$ cat src/rtl/rfm_pkg.sv
package rfm_pkg;
  typedef enum logic [1:0] {
    FMT_422P = 2'd0,
    FMT_UYVY = 2'd1,
    FMT_411  = 2'd2,
    FMT_RSV  = 2'd3
  } fmt_e;
endpackage

$ cat src/rtl/rfm_accept.sv
module rfm_accept import rfm_pkg::*; #(
  parameter  int DW       = 9,
  parameter  int LINE_LEN = 16,
  localparam int PW       = $clog2(LINE_LEN),
  localparam int CW       = $clog2(LINE_LEN + 1)
) (
  input  logic          clk_i,
  input  logic          rst_ni,
  input  logic [1:0]    fmt_i,
  input  logic          preq_i,
  input  logic          cinv_i,
  input  logic          narrow_i,
  input  logic          sol_i,
  input  logic          we_i,
  input  logic [DW-1:0] y_i,
  input  logic [DW-1:0] c_i,
  output logic          wr_o,
  output logic [PW-1:0] widx_o,
  output logic [DW-1:0] wy_o,
  output logic [DW-1:0] wc_o,
  output logic          done_o
);
  logic          we_q, acc, uyvy, room;
  logic [CW-1:0] cnt, base_cnt;
  logic [1:0]    ph, base_ph;
  logic [DW-1:0] c_hold, y_n, c_n, u_n;

  always_comb begin
    acc      = preq_i ? we_q : we_i;
    uyvy     = (fmt_i == FMT_UYVY);
    y_n      = {y_i[DW-1:1], y_i[0] & ~narrow_i};
    c_n      = {c_i[DW-1] ^ cinv_i, c_i[DW-2:1], c_i[0] & ~narrow_i};
    u_n      = {y_i[DW-1] ^ cinv_i, y_i[DW-2:1], y_i[0] & ~narrow_i};
    base_cnt = sol_i ? '0 : cnt;
    base_ph  = sol_i ? '0 : ph;
    room     = base_cnt < CW'(LINE_LEN);
    // UYVY commits a pixel on each luma word (odd word phase)
    wr_o     = acc && room && (!uyvy || base_ph[0]);
    widx_o   = base_cnt[PW-1:0];
    wy_o     = y_n;
    wc_o     = uyvy ? c_hold : c_n;
    done_o   = wr_o && (base_cnt == CW'(LINE_LEN - 1));
  end

  always_ff @(posedge clk_i or negedge rst_ni) begin
    if (!rst_ni) begin
      we_q   <= 1'b0;
      cnt    <= '0;
      ph     <= '0;
      c_hold <= '0;
    end else begin
      we_q <= we_i;
      cnt  <= base_cnt + CW'(wr_o);
      ph   <= base_ph + 2'(acc);
      if (acc && uyvy && !base_ph[0]) c_hold <= u_n;
    end
  end
endmodule

$ cat src/rtl/rfm_linebuf.sv
module rfm_linebuf #(
  parameter  int DW       = 9,
  parameter  int LINE_LEN = 16,
  localparam int PW       = $clog2(LINE_LEN)
) (
  input  logic                 clk_i,
  input  logic                 wr_i,
  input  logic                 wbank_i,
  input  logic [PW-1:0]        widx_i,
  input  logic [DW-1:0]        wy_i,
  input  logic [DW-1:0]        wc_i,
  input  logic                 rbank_i,
  input  logic [PW-1:0]        ridx_i,
  input  logic [3:0][PW-1:0]   cidx_i,
  output logic [DW-1:0]        ry_o,
  output logic [3:0][DW-1:0]   rc_o
);
  logic [1:0][DW-1:0]      by;
  logic [1:0][3:0][DW-1:0] bc;

  for (genvar b = 0; b < 2; b++) begin : g_bank
    logic [DW-1:0] ym [LINE_LEN];
    logic [DW-1:0] cm [LINE_LEN];
    always_ff @(posedge clk_i) begin
      if (wr_i && (wbank_i == 1'(b))) begin
        ym[widx_i] <= wy_i;
        cm[widx_i] <= wc_i;
      end
    end
    assign by[b] = ym[ridx_i];
    for (genvar t = 0; t < 4; t++) begin : g_tap
      assign bc[b][t] = cm[cidx_i[t]];
    end
  end

  assign ry_o = by[rbank_i];
  assign rc_o = bc[rbank_i];
endmodule

$ cat src/rtl/rfm_interp.sv
module rfm_interp #(
  parameter  int DW = 9,
  localparam int SW = DW + 6
) (
  input  logic [DW-1:0] a_i,
  input  logic [DW-1:0] b_i,
  input  logic [DW-1:0] c_i,
  input  logic [DW-1:0] d_i,
  output logic [DW-1:0] q_o
);
  localparam logic signed [SW-1:0] MAXV = SW'((1 << DW) - 1);
  logic signed [SW-1:0] sum, sh;

  always_comb begin
    sum = 9 * ($signed(SW'(b_i)) + $signed(SW'(c_i)))
          - $signed(SW'(a_i)) - $signed(SW'(d_i)) + 8;
    sh  = sum >>> 4;
    if (sum < 0)       q_o = '0;
    else if (sh > MAXV) q_o = '1;
    else               q_o = sh[DW-1:0];
  end
endmodule

$ cat src/rtl/chroma_reformat.sv
module chroma_reformat import rfm_pkg::*; #(
  parameter int DW       = 9,
  parameter int LINE_LEN = 16
) (
  input  logic          clk_i,
  input  logic          rst_ni,
  input  logic [1:0]    fmt_i,
  input  logic          preq_i,
  input  logic          swap_i,
  input  logic          cinv_i,
  input  logic          narrow_i,
  input  logic          sol_i,
  input  logic          we_i,
  input  logic [DW-1:0] y_i,
  input  logic [DW-1:0] c_i,
  output logic          valid_o,
  output logic          uslot_o,
  output logic [DW-1:0] y_o,
  output logic [DW-1:0] c_o
);
  localparam int PW = $clog2(LINE_LEN);
  localparam int GR = LINE_LEN / 4;
  localparam int KW = PW - 2;

  logic                wr, done, wbank, rbank, busy, comp, is411;
  logic [PW-1:0]       widx, rcnt;
  logic [DW-1:0]       wy, wc, ry, ip, c_nxt;
  logic [3:0][PW-1:0]  cidx;
  logic [3:0][DW-1:0]  rc;

  rfm_accept #(.DW(DW), .LINE_LEN(LINE_LEN)) u_acc (
    .clk_i, .rst_ni, .fmt_i, .preq_i, .cinv_i, .narrow_i, .sol_i, .we_i,
    .y_i, .c_i, .wr_o(wr), .widx_o(widx), .wy_o(wy), .wc_o(wc), .done_o(done)
  );

  rfm_linebuf #(.DW(DW), .LINE_LEN(LINE_LEN)) u_buf (
    .clk_i, .wr_i(wr), .wbank_i(wbank), .widx_i(widx), .wy_i(wy), .wc_i(wc),
    .rbank_i(rbank), .ridx_i(rcnt), .cidx_i(cidx), .ry_o(ry), .rc_o(rc)
  );

  rfm_interp #(.DW(DW)) u_ip (
    .a_i(rc[0]), .b_i(rc[1]), .c_i(rc[2]), .d_i(rc[3]), .q_o(ip)
  );

  always_comb begin : p_taps
    int km;
    is411 = (fmt_i == FMT_411);
    comp  = rcnt[0] ^ swap_i;
    for (int t = 0; t < 4; t++) begin
      km = int'(rcnt[PW-1:2]) + t - 1;
      if (km < 0)      km = 0;
      if (km > GR - 1) km = GR - 1;
      cidx[t] = {km[KW-1:0], 1'b0, comp};
    end
    if (!is411) cidx[1] = {rcnt[PW-1:1], comp};
    c_nxt = (is411 && rcnt[1]) ? ip : rc[1];
  end

  always_ff @(posedge clk_i or negedge rst_ni) begin
    if (!rst_ni) begin
      wbank   <= 1'b0;
      rbank   <= 1'b0;
      busy    <= 1'b0;
      rcnt    <= '0;
      valid_o <= 1'b0;
      uslot_o <= 1'b0;
      y_o     <= '0;
      c_o     <= '0;
    end else begin
      if (done) begin
        rbank <= wbank;
        wbank <= ~wbank;
        busy  <= 1'b1;
        rcnt  <= '0;
      end else if (busy) begin
        rcnt <= rcnt + 1'b1;
        if (rcnt == PW'(LINE_LEN - 1)) busy <= 1'b0;
      end
      valid_o <= busy;
      if (busy) begin
        y_o     <= ry;
        c_o     <= c_nxt;
        uslot_o <= ~rcnt[0];
      end
    end
  end
endmodule

$ cat config.mk
export PLATFORM = sky130hd
export DESIGN_NAME = chroma_reformat
export DESIGN_NICKNAME = d
export VERILOG_FILES = /design/src/rtl/rfm_pkg.sv /design/src/rtl/rfm_accept.sv /design/src/rtl/rfm_linebuf.sv /design/src/rtl/rfm_interp.sv /design/src/rtl/chroma_reformat.sv
export SDC_FILE = /design/constraint.sdc
export NUM_CORES = 1
export LEC_CHECK = 0
export ABC_AREA = 1
export BUFFER_PORTS_ARGS = -buffer_cell sky130_fd_sc_hd__buf_2
export CORE_MARGIN = 10
export CORE_UTILIZATION = 40
export DETAILED_ROUTE_END_ITERATION = 8
export PLACE_DENSITY = 0.69
export SYNTH_ARGS = -nofsm -noshare
export SYNTH_HDL_FRONTEND = slang
export SYNTH_SLANG_ARGS = --single-unit
$ cat constraint.sdc
create_clock -name clk_i -period 5.1 [get_ports clk_i]
set_input_delay 0.51 -clock clk_i [delete_from_list [all_inputs] [get_ports clk_i]]
set_output_delay 0.51 -clock clk_i [all_outputs]
set_load 0.01 [all_outputs]
# Word-level counts from Yosys, hierarchy flattened

Memory sizes are Yosys's and may differ from the RTL's.
Index checks and enable logic that the tools add are counted.

Bits in registers: 44
Bits in writable memories: 576
Bits of input ports: 28
Output and inout bits: 20
Logic and storage cells: 96
Memories kept: 4

$add $sub $neg: 14
$mul: 1
Order comparisons: 12
Equality and inequality tests: 4
Multiplexer cells: 29
Bitwise gates (word level): 8
Reductions and logical operators: 12

Memory list:

| name               | words | width | rd ports | clocked after Yosys merged registers in | wr ports | RTL line          | text |
|---|---|---|---|---|---|---|---|
| u_buf.g_bank[0].cm | 16    | 9     | 4        | 0                                       | 1        | rfm_linebuf.sv:23 | `logic [DW-1:0] cm [LINE_LEN];` |
| u_buf.g_bank[0].ym | 16    | 9     | 1        | 0                                       | 1        | rfm_linebuf.sv:22 | `logic [DW-1:0] ym [LINE_LEN];` |
| u_buf.g_bank[1].cm | 16    | 9     | 4        | 0                                       | 1        | rfm_linebuf.sv:23 |  |
| u_buf.g_bank[1].ym | 16    | 9     | 1        | 0                                       | 1        | rfm_linebuf.sv:22 |  |

Operators by type and width:

| kind                                                         | count |
|---|---|
| > comparator 32 x 3 -> 1 bit (second input constant)         | 4 |
| two-way mux 32 bit                                           | 4 |
| two-way mux 36 bit                                           | 2 |
| two-way mux 9 bit                                            | 6 |
| multiplier 5 x 32 -> 15 bit (first input constant)           | 1 |
| subtractor 15 x 10 -> 15 bit                                 | 2 |
| adder 15 x 5 -> 15 bit (second input constant)               | 1 |
| less-than comparator 15 x 1 -> 1 bit (second input constant) | 1 |
| less-than comparator 4 x 1 -> 1 bit (second input constant)  | 3 |
| two-way mux 4 bit                                            | 3 |
| subtractor 3 x 1 -> 4 bit (second input constant)            | 3 |
| > comparator 11 x 10 -> 1 bit (second input constant)        | 1 |
| adder 9 x 9 -> 10 bit                                        | 1 |
| two-way mux 2 bit                                            | 5 |
| logical AND 1 bit                                            | 8 |
| two-way mux 1 bit                                            | 8 |
| adder 2 x 2 -> 3 bit (second input constant)                 | 2 |
| adder 5 x 1 -> 5 bit                                         | 1 |
| == test 5 x 4 -> 1 bit (second input constant)               | 1 |
| less-than comparator 5 bit (second input constant)           | 1 |
| two-way mux 5 bit                                            | 1 |
| adder 4 x 1 -> 4 bit (second input constant)                 | 1 |
| == test 4 bit (second input constant)                        | 1 |
| adder 2 x 1 -> 3 bit (second input constant)                 | 1 |
| 12 further kinds                                             | 18 |

# Logic depth before layout (Yosys ltp)

An unclocked memory read counts as a cell.

Depth after elaboration: 19
Gate-level depth with buffers: 43
Gate-level depth less buffers: 41

# Hierarchy

A second synthesis with hierarchy kept.

Cells, all modules: 4679
Area total of the unflattened synthesis: 36662.7 sq um

By module, submodules not included:

| module          | instances | cells an instance | area each (sq um) |
|---|---|---|---|
| rfm_linebuf     | 1         | 4058              | 32277.2 |
| rfm_interp      | 1         | 327               | 2120.8 |
| chroma_reformat | 1         | 166               | 1301.2 |
| rfm_accept      | 1         | 128               | 963.4 |

# Worst setup path before layout

Ideal clock, no wire load.

Kind: input to register
Start: input port swap_i
End: register c_o[5]
Setup time: 0.117 ns
Data arrival time: 5.226 ns
Setup slack: -0.243 ns
Stages on the path: 38
Cell sequence: inv_2 -> nand2_1 -> nand2_2 -> buf_4 -> buf_2 -> nand2_1 -> nand3_1 -> nand2_1 -> nor2_1 -> nand2_1 -> nand3_1 -> and2_1 -> ha_1 -> inv_1 -> fa_1 -> inv_1 -> nand3_1 -> nand2_1 -> (+2 left out) -> a21oi_1 -> xor2_1 -> ha_1 -> fa_1 -> ha_1 -> ha_1 -> nand2_1 -> inv_1 -> nand2_1 -> nand3_1 -> a21oi_1 -> nand2_1 -> nand2_1 -> nand2_1 -> o21ai_0 -> nor2_1 -> nor2_1 -> nor2_1

Cells in the longest elaborated chain, start to end: 14

RTL lines:

| what                                                    | RTL line              | text |
|---|---|---|
| start, declared                                         | chroma_reformat.sv:9  | `input logic swap_i,` |
| bitwise XOR 1 bit *                                     | chroma_reformat.sv:48 | `comp = rcnt[0] ^ swap_i;` |
| two-way mux 4 bit                                       | chroma_reformat.sv:55 | `if (!is411) cidx[1] = {rcnt[PW-1:1], comp};` |
| memory read (16 x 9 bit)                                | n/a                   |  |
| two-way mux 36 bit (implied by the code) * (2 in a row) | rfm_linebuf.sv:37     | `assign rc_o = bc[rbank_i];` |
| adder 9 x 9 -> 10 bit                                   | rfm_interp.sv:15      | `sum = 9 * ($signed(SW'(b_i)) + $signed(SW'(c_i)))` |
| multiplier 5 x 32 -> 15 bit                             | rfm_interp.sv:15      |  |
| subtractor 15 x 10 -> 15 bit (2 in a row)               | rfm_interp.sv:16      | `- $signed(SW'(a_i)) - $signed(SW'(d_i)) + 8;` |
| adder 15 x 5 -> 15 bit                                  | rfm_interp.sv:16      |  |
| > comparator 11 x 10 -> 1 bit                           | rfm_interp.sv:19      | `else if (sh > MAXV) q_o = '1;` |
| two-way mux 9 bit                                       | rfm_interp.sv:19      |  |
| two-way mux 9 bit                                       | rfm_interp.sv:18      | `if (sum < 0) q_o = '0;` |
| two-way mux 9 bit *                                     | chroma_reformat.sv:56 | `c_nxt = (is411 && rcnt[1]) ? ip : rc[1];` |
| end signal, assigned                                    | chroma_reformat.sv:82 | `c_o <= c_nxt;` |
| end, declared                                           | chroma_reformat.sv:19 | `output logic [DW-1:0] c_o` |

Every way passes the cells marked *; elsewhere a longest branch is shown, timed or not. The select of a mux whose other input is x is not followed.
A chain may end at the register's enable or synchronous reset.

# Final worst setup path

Start: register rcnt[0]
End: register c_o[4]

Cells in the longest elaborated chain, start to end: 14

RTL lines:

| what                                                    | RTL line              | text |
|---|---|---|
| start, declared                                         | chroma_reformat.sv:26 | `logic [PW-1:0] widx, rcnt;` |
| start signal, assigned                                  | chroma_reformat.sv:76 | `rcnt <= rcnt + 1'b1;` |
| bitwise XOR 1 bit *                                     | chroma_reformat.sv:48 |  |
| two-way mux 4 bit                                       | chroma_reformat.sv:55 |  |
| memory read (16 x 9 bit)                                | n/a                   |  |
| two-way mux 36 bit (implied by the code) * (2 in a row) | rfm_linebuf.sv:37     |  |
| adder 9 x 9 -> 10 bit                                   | rfm_interp.sv:15      |  |
| multiplier 5 x 32 -> 15 bit                             | rfm_interp.sv:15      |  |
| subtractor 15 x 10 -> 15 bit (2 in a row)               | rfm_interp.sv:16      |  |
| adder 15 x 5 -> 15 bit                                  | rfm_interp.sv:16      |  |
| > comparator 11 x 10 -> 1 bit                           | rfm_interp.sv:19      |  |
| two-way mux 9 bit                                       | rfm_interp.sv:19      |  |
| two-way mux 9 bit                                       | rfm_interp.sv:18      |  |
| two-way mux 9 bit *                                     | chroma_reformat.sv:56 |  |

Marked as above.

==> summary.md <==
| Metric | Value |
|---|---|
| Worst reg2reg startpoint | `rcnt[0]` |
| H-tree Lvls | `2` |
| Worst relative slew slack | `17.0%` |
| Post-synthesis sequential area ratio | `65.9%` |
| Core Area | `68,800 µm²` |
| Slowest stage cell, crit path | `fa_1` |
| DR vias | `21,500` |
| Number of core rows | `96` |
| Post-DP HPWL | `48.2 mm` |
| Fill cell count | `5,865` |
| CTS clock-pin slew for the worst setup and hold paths | `0.06 ns` |
| Top Ports | `48` |
| Final Slew Violations | `0` |
| Dpl ws | `-0.568 ns` |
| Max incr delay on CP | `0.55 ns` |
| Clk root buf | `clkbuf_16` |
| Die Area | `80,600 µm²` |
| CP dominant cell by count | `nand2_4` |
| Fmax | `0.180 GHz` |
| Number of synthesized register bits | `619` |
| Least-Margin Pin Slew | `1.24 ns` |
| First DRT Iteration DRCs | `2,904` |
| Via-to-Cell Ratio | `5.54` |
| Setup tns final | `-3.91 ns` |
| Crit Path Category | `register to register` |
| Endpoint class of the critical path | `register` |
| DRT antenna net count | `0` |
| Lkg Pwr | `13.4 nW` |
| TritonCTS clock tree | `built` |
| Clock latency on the worst-skew pair | `0.65 ns` |
| Area grow syn2layout | `23.7%` |
| RSZ-0062 raised after global routing | `true` |
| Buffers on Ports | `47` |
| Initial Utilization | `40.5%` |
| DRC | `0` |
| Non-filler instance count after layout | `3,873` |
| WHS | `-0.00951 ns` |
| Worst setup path start | `rcnt[0]` |
| Largest area contributor in the netlist | `edfxtp_1` |
| Status | `finished, violations left` |
| Endpoints failing hold | `7` |
| Syn Inst Count | `2,619` |
| Initial antenna violation count | `2` |
| Synthesized cell area | `27,900 µm²` |
| Setup violators final | `9` |
| Worst setup slack after layout | `-0.467 ns` |
| CP Capture Point | `c_o[4]` |
| Average cell area after synthesis | `10.6 µm²` |
| WP data required | `5.63 ns` |
| Ratio of final minimum period to clock period | `109%` |
| Yosys cell types | `41` |
| Die Span X | `284 µm` |
| Post-synth top flop | `edfxtp_1` |
| Global route total overflow | `0` |
| Flop2flop setup slack | `-0.47 ns` |
| Largest net degree at the start of global routing | `79` |
| Max VDD drop | `326 µV` |
| Main area contributors after synthesis | `edfxtp_1 62%, nand2_1 8.9%, nor2_1 4.1%` |
| Worst Skew | `0.0320 ns` |
| Asr flop ratio synth | `6.95%` |
| 1st-pass router iterations | `9` |
| Routability cong. | `0.880` |
| GR Util All Layers | `20.2%` |
| Post-synth EDFFs | `576` |
| Vias in the first global route | `21,000` |
| Final core occ | `50.1%` |
| R2R depth | `38` |
| Setup crit start kind | `register` |
| Num CTS Buffers | `61` |
| Max-cap viol count | `0` |
| Crit-path max FO | `8` |
| Syn nets | `2,712` |
| Final #Nets | `2,984` |
| Yosys warnings | `0` |
| First-pass GRT wire length | `126 mm` |
| CP Data Arrival Time | `6.09 ns` |
| Clock Tree Buf Depth | `3` |
| Clk sinks | `619` |
| Vert. Die Dim | `284 µm` |
| Wire per inst | `21.8 µm` |
| Final Critical Period | `5.57 ns` |
| Worst R2R End | `c_o[4]` |
| Share of cells above drive strength 1 | `21.2%` |
| Power per cell area | `357 nW/µm²` |
| Placed cells | `3,687` |
| Worst min path class | `input port to async pin` |
| Top cell type's share of synthesized area | `62.0%` |
| Failing checks | `negative hold slack, negative setup slack` |
| Routed Wire Length | `84.6 mm` |
## metal layers
| layer | global-route usage (%) | routed length [µm] | vias to the layer above |
|---|---|---|---|
| li1 | - | - | 9688 |
| met1 | 26.0 | 32900 | 10200 |
| met2 | 32.2 | 38700 | 1262 |
| met3 | 4.15 | 8940 | 296 |
| met4 | 9.41 | 4050 | 2 |
| met5 | 0 | 19 | - |
## through the flow
step	area, µm²	total power [mW]
5_1_grt	34500	12.8
2_1_floorplan	28000	6.78
4_1_cts	34200	12.2
3_3_place_gp	30900	7.38
6_report	34500	12.3
3_5_place_dp	30900	7.40
## power by group
part           leakage (nW)  switching (mW)  internal (mW)
clock network         0.998            1.99           2.58
registers              5.73          0.0417           5.69
logic                  6.64            1.14          0.866
## layout by cell type, fill, tap and decap left out, drive strengths merged
master	count
nand2	662
edfxtp	576
buf	341
nor2	307
nand3	227
o21ai	208
inv	152
o22ai	101
clkbuf	77
ha	52
dfrtp	43
a21oi	36
clkinv	28
nand4	20
xor2	17
o221ai	16
fa	13
and2	10
xnor2	6
o211ai	5
bufinv	5
a31oi	5
nand3b	4
o22a	4
or2	4
a21o	3
o21bai	3
nor3	3
diode	2
a211oi	2
clkinvlp	2
bufbuf	2
o21a	1
a221oi	1
o32ai	1
a31o	1
o221a	1
dlygate4sd3	1
## layout make-up
class,count,area [µm²],share of cell area [%]
Timing Repair Buffer,344,2900,8.41
Clock inverter,35,379,1.10
Sequential cell,619,18400,53.3
Inverter,152,581,1.68
Clock buffer,77,1670,4.83
Tap cell,931,1160,3.38
Multi-Input combinational cell,1713,9400,27.3
Antenna cell,2,5.00,0.0145
## worst min-delay path by stage
stage / end / slack (ns) / depth (start not counted) / start
final: c_o[8] / -0.01 / 2 / rst_ni
after global routing: c_o[8] / 0.03 / 2 / rst_ni
after CTS: c_o[5] / 0.004 / 2 / rst_ni
after detailed placement: u_acc.c_hold[1] / 0.46 / 2 / u_acc.c_hold[1]
after global placement: u_acc.c_hold[2] / 0.45 / 2 / u_acc.c_hold[2]
after floorplan: busy / 0.21 / 0 / rst_ni
## kinds of logic after synthesis
kind of cell / share of synthesized area [%]
buffers and inverters: 4.12
XOR/XNOR: 0.723
AND/OR/NAND/NOR: 18.1
adder cells (fa/ha/maj): 3.27
AO/OA/AOI/OAI: 7.91
flip-flops: 65.9
## sequential cells by signal, summed over array words and instances, names as in the netlist, 4 cells and up
| register | count |
|---|---|
| c_o | 9 |
| rcnt | 4 |
| u_acc.c_hold | 9 |
| u_acc.cnt | 5 |
| u_buf.g_bank.cm | 288 |
| u_buf.g_bank.ym | 288 |
| y_o | 9 |
## repair_timing
action	in CTS	in global routing
resized for setup	111	67
setup buffers	58	8
setup endpoints to repair	9	9
gates cloned	6	0
pin swaps	48	49
hold endpoints to repair	1	0
hold buffers	1	0
## synth_stat cells (4+ instances only)
library cell,count
nand2_1,659
edfxtp_1,576
nor2_1,306
nand3_1,227
o21ai_0,202
inv_1,145
o22ai_1,101
clkbuf_1,91
ha_1,52
dfrtp_1,43
a21oi_1,35
buf_2,28
nand4_1,20
xor2_1,17
o221ai_1,16
fa_1,13
and2_1,10
buf_4,9
buf_1,8
o21ai_1,6
xnor2_1,6
a31oi_1,5
o211ai_1,5
clkinv_1,4
nand3b_1,4
o22a_1,4
## worst max-delay path, delay by kind of cell (launching register included)
family          cells  cell delay [ns]
fa+ha+maj           6             2.05
flops               1             0.54
simple gates       21             1.86
compound gates      2             0.26
buf+inv             8             0.66
xor+xnor            1             0.06
Note: power is estimated with default switching activity, not from simulation.
